`config.mk`:
```
export PLATFORM = sky130hd
export DESIGN_NAME = updown_timer
export DESIGN_NICKNAME = d
export VERILOG_FILES = /design/src/rtl/utmr_pkg.sv /design/src/rtl/utmr_sync.sv /design/src/rtl/utmr_prescaler.sv /design/src/rtl/utmr_counter.sv /design/src/rtl/updown_timer.sv
export SDC_FILE = /design/constraint.sdc
export NUM_CORES = 1
export LEC_CHECK = 0
export BUFFER_PORTS_ARGS = -buffer_cell sky130_fd_sc_hd__buf_2
export CAP_MARGIN = 30
export CORE_ASPECT_RATIO = 1.25
export CORE_MARGIN = 3
export CORE_UTILIZATION = 32
export DETAILED_ROUTE_END_ITERATION = 16
export GPL_TIMING_DRIVEN = 0
export PLACE_DENSITY = 0.5
export SYNTH_ARGS = -nofsm -noshare
export SYNTH_HDL_FRONTEND = slang
export SYNTH_HIERARCHICAL = 1
export SYNTH_SLANG_ARGS = --single-unit
```
`constraint.sdc`:
```
create_clock -name clk -period 1.3 [get_ports clk]
set_input_delay 0.065 -clock clk [delete_from_list [all_inputs] [get_ports clk]]
set_output_delay 0.065 -clock clk [all_outputs]
set_load 0.1 [all_outputs]
```
`src/rtl/utmr_pkg.sv`:
```
package utmr_pkg;
  localparam int DATA_W = 8;
  localparam int ADDR_W = 2;

  localparam logic [ADDR_W-1:0] A_CTRL = 2'd0;
  localparam logic [ADDR_W-1:0] A_CNT  = 2'd1;
  localparam logic [ADDR_W-1:0] A_FLAG = 2'd2;

  typedef enum logic [2:0] {
    SRC_D8192 = 3'b000,
    SRC_D2048 = 3'b001,
    SRC_D512  = 3'b010,
    SRC_D64   = 3'b011,
    SRC_D16   = 3'b100,
    SRC_D4    = 3'b101,
    SRC_SUB   = 3'b110,
    SRC_EVT   = 3'b111
  } src_sel_e;

  typedef struct packed {
    logic [1:0] dmode;
    src_sel_e   src;
  } ctrl_t;
endpackage

```
`src/rtl/utmr_sync.sv`:
```
module utmr_sync #(
  parameter int STAGES = 2
) (
  input  logic clk,
  input  logic rst_n,
  input  logic din,
  output logic dout,
  output logic rise,
  output logic fall
);
  logic [STAGES:0] sh_q, sh_d;

  always_comb begin
    sh_d = {sh_q[STAGES-1:0], din};
  end

  always_ff @(posedge clk or negedge rst_n) begin
    if (!rst_n) sh_q <= '0;
    else        sh_q <= sh_d;
  end

  assign dout = sh_q[STAGES-1];
  assign rise = sh_q[STAGES-1] & ~sh_q[STAGES];
  assign fall = ~sh_q[STAGES-1] & sh_q[STAGES];
endmodule

```
`src/rtl/utmr_prescaler.sv`:
```
module utmr_prescaler
  import utmr_pkg::*;
#(
  parameter int DIV_W   = 13,
  parameter int SUB_DIV = 4
) (
  input  logic     clk,
  input  logic     rst_n,
  input  logic     sub_stb,
  input  src_sel_e src,
  output logic     tick
);
  localparam int NTAP  = 6;
  localparam int SUB_W = (SUB_DIV > 1) ? $clog2(SUB_DIV) : 1;
  localparam int TAP_W [NTAP] = '{DIV_W, DIV_W-2, DIV_W-4, DIV_W-7, DIV_W-9, DIV_W-11};

  logic [DIV_W-1:0] div_q, div_d;
  logic [SUB_W-1:0] sub_q, sub_d;
  logic [NTAP-1:0]  tap;
  logic             sub_tick;

  always_comb begin
    div_d = div_q + 1'b1;
  end

  always_ff @(posedge clk or negedge rst_n) begin
    if (!rst_n) div_q <= '0;
    else        div_q <= div_d;
  end

  for (genvar i = 0; i < NTAP; i++) begin : g_tap
    localparam logic [DIV_W-1:0] MASK = DIV_W'((64'd1 << TAP_W[i]) - 64'd1);
    assign tap[i] = ((div_q & MASK) == MASK);
  end

  assign sub_tick = sub_stb && (sub_q == SUB_W'(SUB_DIV-1));

  always_comb begin
    sub_d = sub_q;
    if (sub_stb) sub_d = sub_tick ? '0 : sub_q + 1'b1;
  end

  always_ff @(posedge clk or negedge rst_n) begin
    if (!rst_n) sub_q <= '0;
    else        sub_q <= sub_d;
  end

  always_comb begin
    case (src)
      SRC_D8192: tick = tap[0];
      SRC_D2048: tick = tap[1];
      SRC_D512:  tick = tap[2];
      SRC_D64:   tick = tap[3];
      SRC_D16:   tick = tap[4];
      SRC_D4:    tick = tap[5];
      SRC_SUB:   tick = sub_tick;
      default:   tick = 1'b0;
    endcase
  end
endmodule

```
`src/rtl/utmr_counter.sv`:
```
module utmr_counter #(
  parameter int W = 8
) (
  input  logic         clk,
  input  logic         rst_n,
  input  logic         load,
  input  logic [W-1:0] load_val,
  input  logic         step,
  input  logic         down,
  input  logic         flag_clr,
  output logic [W-1:0] cnt,
  output logic         flag
);
  logic [W-1:0] cnt_q, cnt_d;
  logic         flag_q, flag_d, wrap;

  always_comb begin
    cnt_d = cnt_q;
    wrap  = 1'b0;
    if (load) begin
      cnt_d = load_val;
    end else if (step) begin
      if (down) begin
        cnt_d = cnt_q - 1'b1;
        wrap  = (cnt_q == '0);
      end else begin
        cnt_d = cnt_q + 1'b1;
        wrap  = (cnt_q == '1);
      end
    end
    flag_d = flag_q;
    if (flag_clr) flag_d = 1'b0;
    if (wrap)     flag_d = 1'b1;
  end

  always_ff @(posedge clk or negedge rst_n) begin
    if (!rst_n) begin
      cnt_q  <= '0;
      flag_q <= 1'b0;
    end else begin
      cnt_q  <= cnt_d;
      flag_q <= flag_d;
    end
  end

  assign cnt  = cnt_q;
  assign flag = flag_q;
endmodule

```
`src/rtl/updown_timer.sv`:
```
module updown_timer
  import utmr_pkg::*;
#(
  parameter int DIV_W   = 13,
  parameter int SUB_DIV = 4,
  parameter int SYNC_N  = 2
) (
  input  logic              clk,
  input  logic              rst_n,
  input  logic              wr_en,
  input  logic [ADDR_W-1:0] addr,
  input  logic [DATA_W-1:0] wdata,
  output logic [DATA_W-1:0] rdata,
  input  logic              sub_stb,
  input  logic              dir_pin,
  input  logic              evt_pin,
  input  logic              evt_edge_sel,
  input  logic              evt_pin_en,
  output logic              wrap_flag
);
  logic [1:0]        rst_sh_q;
  logic              rst_i;
  ctrl_t             ctrl_q, ctrl_d;
  logic              pre_tick, evt_tick, step, down;
  logic              dir_s, dir_r, dir_f;
  logic              evt_s, evt_r, evt_f;
  logic [DATA_W-1:0] cnt_q;
  logic              wr_ctrl, wr_cnt, wr_flag;

  always_ff @(posedge clk or negedge rst_n) begin
    if (!rst_n) rst_sh_q <= 2'b00;
    else        rst_sh_q <= {rst_sh_q[0], 1'b1};
  end
  assign rst_i = rst_sh_q[1];

  assign wr_ctrl = wr_en && (addr == A_CTRL);
  assign wr_cnt  = wr_en && (addr == A_CNT);
  assign wr_flag = wr_en && (addr == A_FLAG);

  always_comb begin
    ctrl_d = ctrl_q;
    if (wr_ctrl) begin
      ctrl_d.dmode = wdata[6:5];
      ctrl_d.src   = src_sel_e'(wdata[2:0]);
    end
  end

  always_ff @(posedge clk or negedge rst_i) begin
    if (!rst_i) ctrl_q <= '{dmode: 2'b00, src: SRC_D8192};
    else        ctrl_q <= ctrl_d;
  end

  utmr_sync #(.STAGES(SYNC_N)) u_dir_sync (
    .clk(clk), .rst_n(rst_i), .din(dir_pin),
    .dout(dir_s), .rise(dir_r), .fall(dir_f)
  );

  utmr_sync #(.STAGES(SYNC_N)) u_evt_sync (
    .clk(clk), .rst_n(rst_i), .din(evt_pin),
    .dout(evt_s), .rise(evt_r), .fall(evt_f)
  );

  utmr_prescaler #(.DIV_W(DIV_W), .SUB_DIV(SUB_DIV)) u_presc (
    .clk(clk), .rst_n(rst_i), .sub_stb(sub_stb),
    .src(ctrl_q.src), .tick(pre_tick)
  );

  assign evt_tick = (ctrl_q.src == SRC_EVT) && evt_pin_en &&
                    (evt_edge_sel ? evt_f : evt_r);
  assign step     = pre_tick | evt_tick;
  assign down     = ctrl_q.dmode[1] ? dir_s : ctrl_q.dmode[0];

  utmr_counter #(.W(DATA_W)) u_cnt (
    .clk(clk), .rst_n(rst_i),
    .load(wr_cnt), .load_val(wdata),
    .step(step), .down(down),
    .flag_clr(wr_flag && !wdata[0]),
    .cnt(cnt_q), .flag(wrap_flag)
  );

  always_comb begin
    case (addr)
      A_CTRL:  rdata = {1'b0, ctrl_q.dmode, 2'b11, ctrl_q.src};
      A_CNT:   rdata = cnt_q;
      A_FLAG:  rdata = {{(DATA_W-1){1'b0}}, wrap_flag};
      default: rdata = '0;
    endcase
  end
endmodule

```
==> run summary, run 1 <==
DR vias/cell: 4.991
Min Tclk post-route: 2.686 ns
Hold crit path type: in2reg
Max incr delay on CP: 0.67 ns
Slew margin rel.: 47.64%
Commonest non-fill, non-tap cells in the layout: dfrtp_1, buf_2, buf_6, nor2_1
Worst IR drop on VDD: 0.5855 mV
CP required: 1.48 ns
Violated checks: negative setup slack
IO Port Bufs: 26
Setup WS post-layout: -1.386 ns
GR Overflow Total: 0
Global-route wire length before repair: 8714 µm
Initial core utilization: 33.04%
Commonest non-fill, non-tap cell in the layout: dfrtp_1
Tot GR Track Use: 15.11%
Setup_tns: -10.14 ns
Kind of critical path: reg2reg
Nets: 277
Clock buffer depth: 2
Critical path cell sequence: or4b_2 -> o221ai_2 -> o21bai_1 -> buf_4 -> inv_6 -> or3_1 -> or3_4 -> a21oi_2 -> and3b_1
Max_cap viols: 0
Fin crit share: 206.6%
Worst EP arrival: 2.87 ns
Via count: 1672
Mapped Cells: 197
Post-detail-place hpwl: 3469 µm
Io pins: 27
WHS: 0.01644 ns
Area after DPL: 2362 µm²
Clock skew: 0.009994 ns
H-tree depth: 2
Setup-failing EPs final: 12
Element type at the critical path start: register
Pre-antenna DRT Iters: 4
Synth Cell Area: 2051 µm²
RSZ-0062 raised after global routing: true
Routed WL: 5101 µm
GPL Wtd Cong: 0.8320
Highest clock rate: 372.3 MHz
Vias in the first global route: 1769
Avg Synthesized Cell Area: 10.41 µm²
Slew Viols, Final: 0
Clock Sinks: 36
Post-route DRC: 0
Initial DRC Count: 65
Post-DRT Antenna Nets: 0
Leak: 1.238 nW
Place WS: -1.663 ns
CP endpoint kind: register
Layout Cells excl Fill: 335
Synthesized net count: 225
Ant. Diodes: 0
Die Y: 95.50 µm
Area grow syn2layout: 41.06%
Clk root buf: clkbuf_8
Total Power: 4.722 mW
Final instance area: 2893 µm²
DIE AREA: 7411 µm²
Placed Instances: 308
Crit path max-delay family: simple AND/OR/NAND/NOR gates
Worst-Margin Slew: 0.7854 ns
CP max FO: 7
Row Count: 32
Clk pin slew, worst setup/hold paths: 0.08 ns
Initial antenna violation count: 0
Status: finished, violations left
Utilization after layout: 46.61%
Chip Width: 77.60 µm
Routed len/inst: 15.23 µm
Core area: 6206 µm²
Final Hold Viols: 0
CP max-delay cell: or4b_2
Largest net degree at the start of global routing: 35
Skew-Pair Late Insertion Delay: 0.28 ns
Share of cells above drive strength 1: 42.80%
CTS tree: built
PD cells: 1632 nW/µm²
Num CTS Buffers: 5
Synth warnings: 6
Buf/Inv on CP: 2
registers in the layout, summed over array words and instances (netlist names):
register,flops
u_presc/sub_q,2
u_cnt/cnt,8
rst_sh_q,2
u_cnt/flag,1
u_evt_sync/sh_q,3
u_presc/div_q,13
u_dir_sync/sh_q,2
ctrl_q,5
report_power, final:
group | internal (mW) | leakage, nW | total, mW | switching, mW
clock | 0.433 | 0.0455 | 0.832 | 0.399
combinational | 0.963 | 0.755 | 2.24 | 1.28
sequential | 1.33 | 0.437 | 1.65 | 0.326
total | 2.72 | 1.24 | 4.72 | 2.00
cell type report:
class,instances,area (µm²)
plain buffers,5,27.53
clock buffers,8,90.09
fillers,601,3313
inverters,12,50.05
multi-input cells,144,1315
flip-flops and latches,36,909.6
well taps,85,106.4
repair buffers,45,394.1
worst paths after layout:
check	from	to	slack (ns)	cells after the start
max	ctrl_q[0]	u_cnt/cnt[7]	-1.39	9
min	wdata[4]	u_cnt/cnt[4]	0.02	3
max reg2reg	ctrl_q[0]	u_cnt/cnt[7]	-1.39	9
min reg2reg	rst_sh_q[1]	u_cnt/cnt[5]	0.34	0
max in group asynchronous	rst_sh_q[1]	u_cnt/cnt[3]	0.40	0
min in group asynchronous	rst_n	rst_sh_q[1]	0.10	2
tightest hold or removal path, stage by stage:
cell and delay [ns]:
buf_2 0.08, nor2b_1 0.04, a21oi_2 0.08
what timing repair did:
item | 4_1_cts | 5_1_grt
gates resized for setup | 58 | 15
setup endpoints to repair | 20 | 20
pin swaps | 10 | 5
endpoints found under the hold margin | 5 | 0
hold buffers | 4 | 0
buffers inserted | 15 | 6
layer usage:
layer / vias up / track usage (%) / routed length (µm)
met5: - / 0 / 0
met4: 0 / 6.677 / 135
met3: 10 / 3.025 / 150
met2: 32 / 27.14 / 2750
met1: 814 / 17.30 / 2064
li1: 816 / - / -
No activity file was read; power rests on OpenSTA's default activity.
==> run 2, diff against run 1 <==
==> constraint.sdc (replaced) <==
create_clock -name clk -period 1.3 [get_ports clk]
set_input_delay 0.065 -clock clk [delete_from_list [all_inputs] [get_ports clk]]
set_output_delay 0.065 -clock clk [all_outputs]
set_load 0.005 [all_outputs]
==> run 2 against run 1 <==
The flow still finishes with violations (negative setup slack). Register-to-register slack about the same. Non-clock buffer count up 3. Count of clock-buffer cells in the layout down 3. First-iteration DRC count up 42%. Worst hold slack worse by 0.0036 ns. Routed wire length down 3.8%. Sequential share of layout area up 1.3 points. Sequential power down 4%. Critical path depth up 2. Fmax up 0.56%. Setup slack better by 0.015 ns. Die area unchanged. Critical endpoint unchanged. Largest power group unchanged.
==> run summary, run 2 (synthesis results as in run 1) <==
Via count: 1667 (-0.30%)
GR Overflow Total: 0 (unchanged)
CP endpoint kind: register
Setup-failing EPs final: 10 (-2)
Clock Sinks: 36 (unchanged)
Combinational power share: 34.9% (-13 points)
Routed wl met2: 2520 µm (-8.4%)
Layout Cells excl Fill: 338 (+0.90%)
DR WL met3: 193 µm (+29%)
Max FFs per register: 13 (unchanged)
Hold crit path type: in2reg
Max incr delay on CP: 0.54 ns (-0.13 ns)
Slew margin rel.: 48.61% (+0.97 points)
Vias in the first global route: 1653 (-6.6%)
IO Port Bufs: 26 (unchanged)
Routed WL: 4905 µm (-3.8%)
Slew Viols, Final: 0 (unchanged)
CP max FO: 3 (-4)
Critical path cell sequence: ha_4 -> nand3_4 -> or4_4 -> o221ai_2 -> o21bai_4 -> buf_6 -> inv_6 -> or3_1 -> or3_4 -> a21oi_2 -> and3b_1
Clock buffer depth: 2 (unchanged)
DR vias/cell: 4.932 (-1.2%)
Share of cells above drive strength 1: 36.76% (-6.0 points)
Min Tclk post-route: 2.671 ns (-0.01496 ns)
Placed Instances: 308 (unchanged)
Leak: 1.248 nW (+0.78%)
Ant. Diodes: 0 (unchanged)
Post-detail-place hpwl: 3316 µm (-4.4%)
CP required: 1.49 ns (about the same)
Num CTS Buffers: 5 (unchanged)
Commonest non-fill, non-tap cell in the layout: dfrtp_1
Area grow syn2layout: 34.90%
Row Count: 32 (unchanged)
Final instance area: 2766 µm² (-4.4%)
Largest net degree at the start of global routing: 35 (unchanged)
Worst EP arrival: 2.86 ns (about the same)
Initial core utilization: 33.04% (unchanged)
Reg power frac: 34.8% (-0.2 points)
WHS: 0.01280 ns (-0.003645 ns)
Io pins: 27 (unchanged)
CP max-delay cell: or4_4
Max Used Layer: met4
Setup WS post-layout: -1.371 ns (+0.01496 ns)
Die Y: 95.50 µm (unchanged)
Commonest non-fill, non-tap cells in the layout: dfrtp_1, buf_2, buf_4, nor2_1, inv_1
Max_cap viols: 0 (unchanged)
Filler cell count: 610 (+1.5%)
Most flop-heavy register: u_presc/div_q
Fin crit share: 205.5% (-1.2 points)
CTS tree: built
Int Power: 3.079 mW (+13%)
Element type at the critical path start: register
Skew-Pair Late Insertion Delay: 0.29 ns (about the same)
Initial antenna violation count: 0 (unchanged)
Worst IR drop on VDD: 0.7447 mV (+27%)
Clk root buf: clkbuf_8
Status: finished, violations left
Post-DRT Antenna Nets: 0 (unchanged)
Routed len/inst: 14.51 µm (-4.7%)
Nets: 280 (+1.1%)
Final Hold Viols: 0 (unchanged)
GPL Wtd Cong: 0.7978 (-4.1%)
Clock Power Share: 30.4% (+13 points)
Clk pin slew, worst setup/hold paths: 0.08 ns (about the same)
M1 WL: 2115 µm (+2.5%)
Global-route wire length before repair: 7845 µm (-10%)
Core area: 6206 µm² (unchanged)
Sw frac: 32.70% (-9.7 points)
H-tree depth: 2 (unchanged)
PD cells: 1654 nW/µm² (+1.3%)
Clock skew: 0.009494 ns (-0.0004995 ns)
Initial DRC Count: 92 (+42%)
Kind of critical path: reg2reg
Switching Power: 1.496 mW (-25%)
Violated checks: negative setup slack
Chip Width: 77.60 µm (unchanged)
Post-route DRC: 0 (unchanged)
Pre-antenna DRT Iters: 4 (unchanged)
Place WS: -1.630 ns (+0.03250 ns)
Total Power: 4.576 mW (-3.1%)
Highest clock rate: 374.4 MHz (+0.56%)
DIE AREA: 7411 µm² (unchanged)
Area after DPL: 2297 µm² (-2.8%)
Worst-Margin Slew: 0.7709 ns (-0.01458 ns)
Tot GR Track Use: 13.65% (-1.5 points)
RSZ-0062 raised after global routing: true
## run 2: cell types whose count changed in the layout (fill, tap and decap cells not counted), sizes merged
cell / before / now
buf: 44 / 47
bufinv: 0 / 3
clkbuf: 10 / 7
## run 2: worst paths after layout
check	from	end	slack [ns]	cells after the start
max reg2reg	u_presc/div_q[1]	u_cnt/cnt[7]	-1.37	11
max in group asynchronous	rst_sh_q[1]	ctrl_q[1]	0.41	0
min	wdata[2]	u_cnt/cnt[2]	0.01	3
min reg2reg	rst_sh_q[1]	ctrl_q[3]	0.35	0
max	u_presc/div_q[1]	u_cnt/cnt[7]	-1.37	11
min in group asynchronous	rst_n	rst_sh_q[1]	0.07	2
## run 2: power groups by stage
stage	combinational (mW)	clock, mW	sequential [mW]
2_1_floorplan	1.04	0	1.53
3_5_place_dp	1.32	0	1.62
3_3_place_gp	1.31	0	1.61
4_1_cts	1.43	1.43	1.60
6_report	1.60	1.39	1.59
5_1_grt	1.78	1.45	1.63
## run 2: repair_timing
item	in CTS	in global routing
endpoints found under the hold margin	5	0
resized for setup	20	12
setup buffers	16	3
hold buffers	4	0
setup endpoints to repair	13	14
pin swaps	8	3
## run 2: layer usage
layer  GRT usage [%]  vias up
met4           4.451        0
met2           25.57       31
met1           15.15      806
met3           3.119        7
met5               0        -
li1                -      823
## run 2: layout make-up
| class | instances | area, µm² | area share, % |
|---|---|---|---|
| plain buffers | 5 | 31.28 | 1.131 |
| flip-flops and latches | 36 | 907.1 | 32.79 |
| well taps | 85 | 106.4 | 3.844 |
| clock inverters | 3 | 90.09 | 3.256 |
| inverters | 12 | 50.05 | 1.809 |
| repair buffers | 48 | 320.3 | 11.58 |
| clock buffers | 5 | 68.82 | 2.488 |
| multi-input cells | 144 | 1192 | 43.10 |
## run 2: worst max-delay path: cells and delay by family (launching register included)
family,cells,cell delay (ns)
buffers and inverters,2,0.16
and+or+nand+nor,5,1.43
adders and majority gates,1,0.17
AOI/OAI and AO/OA,3,0.43
DFF,1,0.39
## run 2: through the flow
stage	util (%)	TNS, ns
floorplan	-	-8.288
CTS	43.55	-10.10
finish	44.58	-9.647
global route	44.58	-10.57
global placement	37.00	-19.25
detailed placement	37.02	-10.04
==> run 3, diff against run 2 <==
--- a/config.mk
+++ b/config.mk
@@ -13,6 +13,7 @@
 export DETAILED_ROUTE_END_ITERATION = 16
 export GPL_TIMING_DRIVEN = 0
 export PLACE_DENSITY = 0.5
+export SKIP_LAST_GASP = 1
 export SYNTH_ARGS = -nofsm -noshare
 export SYNTH_HDL_FRONTEND = slang
 export SYNTH_HIERARCHICAL = 1
==> run 3 against run 2 <==
The run still ends with negative setup slack left. Clock power about the same. Utilization hardly changed. Design area about the same. Via count decreased by 0.42%. Non-clock buffer count stayed put. Count of clock-buffer cells in the layout did not move. Die area did not move. Routed wire length down 0.63%. Critical path type unchanged. Largest cell class unchanged. Largest power group is now registers.
==> run summary, run 3 (synthesis results as in run 1) <==
Clock buffer depth: 2 (unchanged)
Worst EP arrival: 2.86 ns (about the same)
Post-detail-place hpwl: 3316 µm (unchanged)
PD cells: 1648 nW/µm² (-0.33%)
Pre-antenna DRT Iters: 4 (unchanged)
Skew-Pair Late Insertion Delay: 0.29 ns (about the same)
Layout Cells excl Fill: 338 (unchanged)
Placed Instances: 308 (unchanged)
Min Tclk post-route: 2.671 ns (+0.00003000 ns)
Leak: 1.247 nW (about the same)
Final Hold Viols: 0 (unchanged)
GPL Wtd Cong: 0.7978 (unchanged)
Worst IR drop on VDD: 0.7450 mV (about the same)
Num CTS Buffers: 5 (unchanged)
Hold crit path type: in2reg
Total Power: 4.556 mW (-0.42%)
Highest clock rate: 374.4 MHz (about the same)
Max_cap viols: 0 (unchanged)
Critical path cell sequence: ha_4 -> nand3_4 -> or4_4 -> o221ai_2 -> o21bai_4 -> buf_6 -> inv_6 -> or3_1 -> or3_4 -> a21oi_2 -> and3b_1
Worst-Margin Slew: 0.7708 ns (-0.00009024 ns)
DIE AREA: 7411 µm² (unchanged)
H-tree depth: 2 (unchanged)
RSZ-0062 raised after global routing: true
Most flop-heavy register: u_presc/div_q
Core area: 6206 µm² (unchanged)
Share of cells above drive strength 1: 36.36% (-0.40 points)
Fin crit share: 205.5% (about the same)
Commonest non-fill, non-tap cells in the layout: dfrtp_1, buf_2, buf_4, nor2_1, inv_1
WHS: 0.01260 ns (-0.0001988 ns)
GR Overflow Total: 0 (unchanged)
Crit path max-delay family: simple AND/OR/NAND/NOR gates
Place WS: -1.630 ns (unchanged)
Row Count: 32 (unchanged)
Commonest non-fill, non-tap cell in the layout: dfrtp_1
Buf/Inv on CP: 2 (unchanged)
Clk root buf: clkbuf_8
CTS tree: built
Clock Sinks: 36 (unchanged)
Max incr delay on CP: 0.54 ns (about the same)
Filler cell count: 609 (-0.16%)
Max FFs per register: 13 (unchanged)
CP required: 1.49 ns (about the same)
Routed len/inst: 14.42 µm (-0.63%)
Status: finished, violations left
Post-DRT Antenna Nets: 0 (unchanged)
Final instance area: 2764 µm² (about the same)
Element type at the critical path start: register
CP max-delay cell: or4_4
Initial antenna violation count: 0 (unchanged)
Vias in the first global route: 1653 (unchanged)
CP max FO: 3 (unchanged)
Area after DPL: 2297 µm² (unchanged)
Kind of critical path: reg2reg
Tot GR Track Use: 13.65% (unchanged)
CP endpoint kind: register
Largest net degree at the start of global routing: 35 (unchanged)
Multi-input logic area: 1190 µm² (-0.21%)
Die Y: 95.50 µm (unchanged)
Setup WS post-layout: -1.371 ns (-0.00003000 ns)
Setup_tns: -9.648 ns (-0.0004700 ns)
Post-route DRC: 0 (unchanged)
Setup-failing EPs final: 10 (unchanged)
Io pins: 27 (unchanged)
Violated checks: negative setup slack
Slew Viols, Final: 0 (unchanged)
Initial core utilization: 33.04% (unchanged)
Initial DRC Count: 88 (-4.3%)
Routed WL: 4874 µm (-0.63%)
IO Port Bufs: 26 (unchanged)
Ant. Diodes: 0 (unchanged)
Chip Width: 77.60 µm (unchanged)
Clock skew: 0.009472 ns (-0.00002276 ns)
DR vias/cell: 4.911 (-0.42%)
Utilization after layout: 44.54% (about the same)
Reg area: 907.1 µm² (unchanged)
Nets: 280 (unchanged)
Area grow syn2layout: 34.78% (about the same)
Global-route wire length before repair: 7845 µm (unchanged)
Via count: 1660 (-0.42%)
Clk pin slew, worst setup/hold paths: 0.08 ns (about the same)
Slew margin rel.: 48.62% (about the same)
-- run 3: cell types whose count changed in the layout (fill, tap and decap cells not counted) --
cell,before,now
nor2b_2,1,0
nor2b_1,3,4
-- run 3: worst min-delay path: stages --
cell and delay, ns:
buf_2 0.09, nand2_1 0.05, o21ai_1 0.06
-- run 3: path summary, 6_finish.rpt --
path / to / cells after the start / startpoint / slack (ns)
worst min register to register: ctrl_q[3] / 0 / rst_sh_q[1] / 0.35
worst max-delay path: u_cnt/cnt[7] / 11 / u_presc/div_q[1] / -1.37
max in group asynchronous: ctrl_q[1] / 0 / rst_sh_q[1] / 0.41
min in group asynchronous: rst_sh_q[1] / 2 / rst_n / 0.07
worst max register to register: u_cnt/cnt[7] / 11 / u_presc/div_q[1] / -1.37
worst min-delay path: u_cnt/cnt[2] / 3 / wdata[2] / 0.01
-- run 3: layout make-up --
| type | instances | share of cell area, % |
|---|---|---|
| timing repair buffer | 48 | 11.59 |
| multi-input combinational | 144 | 43.05 |
| clock buffer | 5 | 2.490 |
| inverter | 12 | 1.811 |
| tap | 85 | 3.848 |
| buffer | 5 | 1.132 |
| clock inverter | 3 | 3.259 |
| sequential | 36 | 32.82 |
-- run 3: layer usage --
metal / track usage [%] / wire length (µm) / part of all wire [%] / vias to the layer above
li1: - / - / - / 825
met1: 15.15 / 2127 / 44 / 802
met2: 25.57 / 2499 / 51 / 26
met3: 3.119 / 171 / 3.5 / 7
met4: 4.451 / 75 / 1.5 / 0
met5: 0 / 0 / 0 / -
-- run 3: timing repair --
action                                  4_1_cts  5_1_grt
endpoints found under the setup margin       13       14
endpoints found under the hold margin         5        0
buffers inserted                             16        3
pin swaps                                     8        3
resized for setup                            20       11
hold buffers                                  4        0
-- run 3: report_power, final --
| part | switching, mW | leakage (nW) | internal (mW) |
|---|---|---|---|
| clock | 0.429 | 0.0784 | 0.960 |
| sequential | 0.268 | 0.440 | 1.32 |
| combinational | 0.789 | 0.728 | 0.788 |
